--- src/rtl/vag_pkg.sv ---
package vag_pkg;

  typedef enum logic [1:0] {
    AM_UNIT   = 2'd0,
    AM_STRIDE = 2'd1,
    AM_INDEX  = 2'd2,
    AM_ALT    = 2'd3
  } amode_e;

  // Longest vector for an element-width code: register bytes over element
  // bytes, capped at the length counter's limit.
  function automatic int mvl_of(input int wsel, input int reg_bytes, input int cap);
    int lim;
    lim = reg_bytes >> wsel;
    if (lim > cap) lim = cap;
    return lim;
  endfunction

endpackage

--- src/rtl/vag_lane.sv ---
module vag_lane
  import vag_pkg::*;
#(
  parameter int ADDR_W   = 32,
  parameter int VL_W     = 8,
  parameter int BANK_W   = 3,
  parameter int OFF_BITS = 3
) (
  input  amode_e              mode,
  input  logic [1:0]          ewidth,
  input  logic [ADDR_W-1:0]   base,
  input  logic [ADDR_W-1:0]   stride,
  input  logic [ADDR_W-1:0]   idx,
  input  logic [VL_W-1:0]     elem,
  output logic [ADDR_W-1:0]   addr,
  output logic [BANK_W-1:0]   bank
);

  function automatic logic [ADDR_W-1:0] lane_addr(
    input amode_e m, input logic [1:0] w, input logic [ADDR_W-1:0] b,
    input logic [ADDR_W-1:0] s, input logic [ADDR_W-1:0] ix, input logic [VL_W-1:0] e);
    logic [ADDR_W-1:0] e_ext;
    e_ext = {{(ADDR_W-VL_W){1'b0}}, e};
    unique case (m)
      AM_STRIDE: return b + e_ext * s;
      AM_INDEX:  return b + ix;
      default:   return b + (e_ext << w);
    endcase
  endfunction

  assign addr = lane_addr(mode, ewidth, base, stride, idx, elem);
  assign bank = addr[OFF_BITS +: BANK_W];

endmodule

--- src/rtl/vag_track.sv ---
module vag_track #(
  parameter int MAX_OUT = 64,
  parameter int LN_W    = 3,
  parameter int CNT_W   = 7
) (
  input  logic             clk,
  input  logic             rst_n,
  input  logic [LN_W-1:0]  issue_n,
  input  logic [LN_W-1:0]  cpl_n,
  output logic [CNT_W-1:0] cnt,
  output logic [CNT_W-1:0] room
);

  logic [CNT_W-1:0] cnt_q;

  always_ff @(posedge clk) begin
    if (!rst_n) cnt_q <= '0;
    else        cnt_q <= cnt_q + CNT_W'(issue_n) - CNT_W'(cpl_n);
  end

  assign cnt  = cnt_q;
  assign room = CNT_W'(MAX_OUT) - cnt_q;

  assert_no_overflow_R8: assert property (@(posedge clk) disable iff (!rst_n)
    int'(cnt_q) <= MAX_OUT);

  assert_cpl_bound_R8: assert property (@(posedge clk) disable iff (!rst_n)
    CNT_W'(cpl_n) <= cnt_q);

endmodule

--- src/rtl/vec_agen.sv ---
module vec_agen
  import vag_pkg::*;
#(
  parameter int ADDR_W    = 32,
  parameter int LANES     = 4,
  parameter int VL_W      = 8,
  parameter int MAX_OUT   = 64,
  parameter int NBANKS    = 8,
  parameter int OFF_BITS  = 3,
  parameter int REG_BYTES = 256,
  parameter int MVL_CAP   = 128,
  localparam int BANK_W   = $clog2(NBANKS),
  localparam int LN_W     = $clog2(LANES + 1),
  localparam int CNT_W    = $clog2(MAX_OUT + 1)
) (
  input  logic                     clk,
  input  logic                     rst_n,
  input  logic                     start,
  input  logic [1:0]               mode,
  input  logic [1:0]               ewidth,
  input  logic [ADDR_W-1:0]        base_in,
  input  logic [ADDR_W-1:0]        stride_in,
  input  logic [ADDR_W-1:0]        incr_in,
  input  logic [VL_W-1:0]          vlen,
  input  logic [LANES*ADDR_W-1:0]  idx_off,
  input  logic [LN_W-1:0]          cpl_cnt,
  output logic [LANES-1:0]         req_valid,
  output logic [VL_W-1:0]          req_elem,
  output logic [LANES*ADDR_W-1:0]  req_addr,
  output logic [LANES*BANK_W-1:0]  req_bank,
  output logic [CNT_W-1:0]         outstanding,
  output logic                     busy,
  output logic                     done,
  output logic [ADDR_W-1:0]        base_reg
);

  amode_e            mode_q;
  logic [1:0]        width_q;
  logic [ADDR_W-1:0] base_q, stride_q, incr_q;
  logic [VL_W-1:0]   vl_q, elem_q;
  logic              busy_q, done_q;

  // Named internal events for the assertions
  logic              start_acc;
  logic              finish;
  logic [LN_W-1:0]   issue_n;
  logic [CNT_W-1:0]  room;
  logic [VL_W-1:0]   vl_clamp;

  function automatic logic [VL_W-1:0] clamp_len(input logic [VL_W-1:0] req, input logic [1:0] w);
    int lim;
    lim = mvl_of(int'(w), REG_BYTES, MVL_CAP);
    return (int'(req) > lim) ? VL_W'(lim) : req;
  endfunction

  function automatic int issue_count(input int left, input int space);
    int c;
    c = LANES;
    if (left < c)  c = left;
    if (space < c) c = space;
    return c;
  endfunction

  assign start_acc = start && !busy_q;
  assign vl_clamp  = clamp_len(vlen, ewidth);
  assign issue_n   = busy_q ? LN_W'(issue_count(int'(vl_q) - int'(elem_q), int'(room))) : '0;
  assign finish    = busy_q && (int'(elem_q) + int'(issue_n) == int'(vl_q));

  always_ff @(posedge clk) begin
    if (!rst_n) begin
      mode_q   <= AM_UNIT;
      width_q  <= '0;
      base_q   <= '0;
      stride_q <= '0;
      incr_q   <= '0;
      vl_q     <= '0;
      elem_q   <= '0;
      busy_q   <= 1'b0;
      done_q   <= 1'b0;
    end else begin
      done_q <= finish;
      if (start_acc) begin
        mode_q   <= amode_e'(mode);
        width_q  <= ewidth;
        base_q   <= base_in;
        stride_q <= stride_in;
        incr_q   <= incr_in;
        vl_q     <= vl_clamp;
        elem_q   <= '0;
        busy_q   <= 1'b1;
      end else if (busy_q) begin
        elem_q <= elem_q + VL_W'(issue_n);
        if (finish) begin
          busy_q <= 1'b0;
          base_q <= base_q + incr_q;
        end
      end
    end
  end

  vag_track #(.MAX_OUT(MAX_OUT), .LN_W(LN_W), .CNT_W(CNT_W)) u_track (
    .clk     (clk),
    .rst_n   (rst_n),
    .issue_n (issue_n),
    .cpl_n   (cpl_cnt),
    .cnt     (outstanding),
    .room    (room)
  );

  for (genvar l = 0; l < LANES; l++) begin : g_lane
    logic [VL_W-1:0] e_l;
    assign e_l          = elem_q + VL_W'(l);
    assign req_valid[l] = (LN_W'(l) < issue_n);

    vag_lane #(.ADDR_W(ADDR_W), .VL_W(VL_W), .BANK_W(BANK_W), .OFF_BITS(OFF_BITS)) u_lane (
      .mode   (mode_q),
      .ewidth (width_q),
      .base   (base_q),
      .stride (stride_q),
      .idx    (idx_off[l*ADDR_W +: ADDR_W]),
      .elem   (e_l),
      .addr   (req_addr[l*ADDR_W +: ADDR_W]),
      .bank   (req_bank[l*BANK_W +: BANK_W])
    );

    assert_within_mvl_R6: assert property (@(posedge clk) disable iff (!rst_n)
      req_valid[l] |-> (int'(e_l) < mvl_of(int'(width_q), REG_BYTES, MVL_CAP)));
  end

  assign req_elem = elem_q;
  assign busy     = busy_q;
  assign done     = done_q;
  assign base_reg = base_q;

  assert_contiguous_R5: assert property (@(posedge clk) disable iff (!rst_n)
    (req_valid & (req_valid + LANES'(1))) == '0);

  assert_stall_at_cap_R8: assert property (@(posedge clk) disable iff (!rst_n)
    (int'(outstanding) == MAX_OUT) |-> (req_valid == '0));

  assert_done_pulse_R9: assert property (@(posedge clk) disable iff (!rst_n)
    done |=> !done);

  assert_base_bump_R9: assert property (@(posedge clk) disable iff (!rst_n)
    done |-> (base_reg == $past(base_reg) + $past(incr_q)));

  assert_ignore_start_R10: assert property (@(posedge clk) disable iff (!rst_n)
    (busy && start) |=> ($stable(vl_q) && $stable(mode_q) && $stable(stride_q)));

  assert_zero_len_R11: assert property (@(posedge clk) disable iff (!rst_n)
    (start && !busy && vlen == '0) |=> (busy && req_valid == '0));

endmodule

--- config.mk ---
export PLATFORM = sky130hd
export DESIGN_NAME = vec_agen
export DESIGN_NICKNAME = d
export VERILOG_FILES = /design/src/rtl/vag_pkg.sv /design/src/rtl/vag_lane.sv /design/src/rtl/vag_track.sv /design/src/rtl/vec_agen.sv
export SDC_FILE = /design/constraint.sdc
export NUM_CORES = 2
export LEC_CHECK = 0
export ABC_AREA = 1
export BUFFER_PORTS_ARGS = -buffer_cell sky130_fd_sc_hd__clkbuf_2
export CAP_MARGIN = 20
export CORE_AREA = 2 2 314 316
export CTS_CLUSTER_SIZE = 25
export DETAILED_ROUTE_END_ITERATION = 7
export DIE_AREA = 0 0 316 318
export GPL_TIMING_DRIVEN = 0
export HOLD_SLACK_MARGIN = 0.1
export PLACE_DENSITY = 0.71
export SKIP_CTS_REPAIR_TIMING = 1
export SYNTH_ARGS = -nofsm -noshare
export SYNTH_HDL_FRONTEND = slang
export SYNTH_SLANG_ARGS = --single-unit
--- constraint.sdc ---
create_clock -name clk -period 6.2 [get_ports clk]
set_input_delay 1.24 -clock clk [delete_from_list [all_inputs] [get_ports clk]]
set_output_delay 1.24 -clock clk [all_outputs]
set_load 0.02 [all_outputs]
==> flow_metrics.py <==
metrics = {
    "status": {
        "outcome": "finished, violations left",
        "failed_checks": "setup timing",
    },
    "global_route": {
        "grt_antenna_before_repair": 12,
        "grt_pass1_wl_um": 357000,
        "grt_max_degree": 17,
        "first_global_vias": 51272,
        "overflow": 0,
        "grt_usage": 0.5028,
    },
    "floorplan": {
        "core-area_um2": 97410,
        "dieArea_um2": 100500,
        "rows": 115,
        "die_h_um": 318,
        "initial_utilization": 0.4943,
        "ios": 435,
        "dieWidth_um": 316,
    },
    "power_and_ir_drop": {
        "cellPowerDensity_nw_per_um2": 247.0,
        "finalPower_mw": 14.73,
        "p_leak_nw": 30.35,
        "ir_drop_mv": 0.3367,
    },
    "sta": {
        "max_freq_mhz": 130.7,
        "setup_tns_ps": -146940,
        "fin_crit_sh": 1.234,
        "slew_headroom": 0.01581,
        "fin_skew_ps": 12.51,
        "min_period_ps": 7650,
        "finalHoldViolations": 0,
        "maxSlewViolCount": 0,
        "worst_slack_ps": -1450,
        "setup_violations": 160,
        "hold-worst-slack_ps": 452.2,
        "worstMarginPinSlew_ps": 1476,
        "rsz0062_at_grt": "yes",
    },
    "logic_synthesis": {
        "yosysWarnings": 0,
        "async_flop_share": 0,
        "syn_area_per_cell_um2": 6.617,
        "yosysUniqueCellTypes": 48,
        "yosysSeqAreaShare": 0.05197,
        "synth_edf_count": 0,
        "synth_flop_cell": "dfxtp_1",
        "syn_nets": 8626,
        "syn-instance-count": 7277,
        "syn_area_um2": 48150,
        "synth-seq-cells": 125,
    },
    "finish": {
        "layout-drive-gt1-share": 0.1890,
        "instances_no_fill": 9265,
        "fin_area_um2": 59620,
        "syn_to_final_growth_pct": 23.80,
        "nFillCells": 9148,
        "fin_nets": 9295,
        "fin_util": 0.6120,
    },
    "clock_network": {
        "clk_latency_ps": 530,
        "cts_tree": "done",
        "cts_buffers": 17,
        "clkSlewWorstSetupHoldPaths_ps": 70,
        "cts_root_buf": "clkbuf_16",
        "htreeDepth": 4,
        "clockBufferDepth": 2,
        "clock-sinks": 125,
    },
    "detailed_routing": {
        "drt_first_iter_violations": 7378,
        "drc_errors": 0,
        "final_antenna_net_count": 0,
        "routedWlPerCell_um": 28.61,
        "finalWirelength_um": 265100,
        "first_pass_iters": 8,
        "num_vias": 55803,
        "vias_per_cell": 6.023,
    },
    "placement": {
        "port-buffer-count": 434,
        "place_area_um2": 52660,
        "pre_cts_slack_ps": -2506,
        "dp.cells": 9022,
        "dp_hpwl_um": 215100,
        "routabilityCongestion": 1.127,
    },
    "critical_path": {
        "end_kind": "output pin",
        "r2r_cells": 43,
        "cp.depth": 25,
        "cp-start-kind": "flip-flop",
        "crit_arrival_ps": 6410,
        "cp_max_fo": 7,
        "cpMaxStageDelayCell": "fa_1",
        "cpMostUsedCell": "fa_1",
        "cp.required_ps": 4960,
        "crit_type": "reg2out",
        "max_stage_delay_ps": 510,
        "critPathBufInv": 9,
        "critPathTopFamily": "adder cells",
    },
    "flow_run": {
        "cap_violations": 0,
    },
    "worst_hold_path": {
        "worstHoldPathType": "reg2reg",
        "worstHoldPathCells": 2,
    },
}
## cell families (layout without fill, tap and decap cells)
group	count (synthesis)	count (layout)	synth area share
other cells	0	19	0
buf+inv	1722	2404	0.1362
mux	2	2	0.0004157
compound gates	1116	1116	0.1267
fa+ha+maj	1107	1107	0.4052
simple gates	3109	3109	0.2621
flops	125	125	0.05197
xor+xnor	96	96	0.01746
## path summary, 6_finish.rpt
check	from	slack, ps	endpoint
worst max-delay path	req_elem[1]$_SDFFE_PP0P_	-1450	req_addr[95]
worst min-delay path	incr_q[25]$_SDFFE_PN0P_	450	incr_q[25]$_SDFFE_PN0P_
worst max register to register	req_elem[3]$_SDFFE_PP0P_	-720	base_reg[5]$_SDFFE_PN0P_
worst min register to register	incr_q[25]$_SDFFE_PN0P_	450	incr_q[25]$_SDFFE_PN0P_
## power by group
part | total (mW) | leakage [nW] | switching, mW | internal, mW
clock network | 1.17 | 0.274 | 0.573 | 0.598
registers | 1.40 | 1.04 | 0.479 | 0.923
logic | 12.2 | 29.0 | 7.97 | 4.18
## Yosys cell counts, types with 6 or more instances
master / number / area, µm²
o21ai_0: 442 / 2212
or2_2: 33 / 206.5
nand2_1: 1749 / 6565
a21boi_0: 25 / 187.7
xor2_1: 60 / 525.5
nand3_1: 397 / 1987
fa_1: 754 / 15090
inv_1: 1432 / 5375
o221ai_1: 12 / 105.1
buf_4: 14 / 105.1
nor2_1: 770 / 2890
and3_1: 10 / 62.56
clkinv_1: 6 / 22.52
xnor2_1: 36 / 315.3
a31oi_1: 20 / 125.1
a21oi_1: 450 / 2252
nand3b_1: 11 / 82.58
nor4_1: 8 / 50.05
ha_1: 353 / 4417
clkbuf_1: 227 / 852.1
o21ai_1: 14 / 70.07
o21bai_1: 35 / 262.8
dfxtp_1: 125 / 2502
o22ai_1: 18 / 112.6
o21a_1: 15 / 112.6
a221oi_1: 8 / 70.07
o211ai_1: 14 / 105.1
a211oi_1: 8 / 60.06
nor3_1: 53 / 265.3
nand4_1: 65 / 406.6
buf_1: 24 / 90.09
buf_2: 9 / 45.04
a21o_1: 42 / 315.3
## layout by cell type (no fill, tap or decap), types with 33 or more instances in the layout
cell type and n:
o21ai_2 34, nand3_2 34, inv_2 35, a21oi_2 54, xor2_1 52, fa_1 707, nand4_1 65, nor2_1 720
nand2_4 38, ha_1 260, inv_1 1385, o21ai_0 368, xnor2_1 33, nand2_2 94, a21oi_1 379, fa_2 47
ha_4 84, o21ai_1 41, clkbuf_1 114, a21o_1 41, buf_6 55, nor3_1 37, clkbuf_16 33, nand2_1 1620
buf_4 179, nand3_1 346, dfxtp_1 99, clkbuf_2 453
## final cells by class
type,instances,area (µm²),area share
well taps,1287,1610,0.02701
diodes,19,47.55,0.0007975
flip-flops and latches,125,2555,0.04286
repair buffers,654,4758,0.07981
multi-input cells,5430,42600,0.7146
plain buffers,274,1923,0.03226
inverters,1444,5533,0.09281
clock inverters,14,160.2,0.002686
clock buffers,18,429.2,0.007199
## worst register-to-register path, delay by kind of cell (launching register included)
| family | cells | cell delay (ps) |
|---|---|---|
| simple gates | 24 | 2460 |
| fa+ha+maj | 5 | 1750 |
| buf+inv | 7 | 1080 |
| compound gates | 6 | 960 |
| flops | 1 | 360 |
| xor+xnor | 1 | 180 |
## metal layers
metal	global-route usage	routed length, µm
met4	0.3954	26590
met5	0.02176	170
met1	0.6203	92290
met2	0.7032	107400
met3	0.1821	38630
Note: power is estimated with default switching activity, not from simulation.
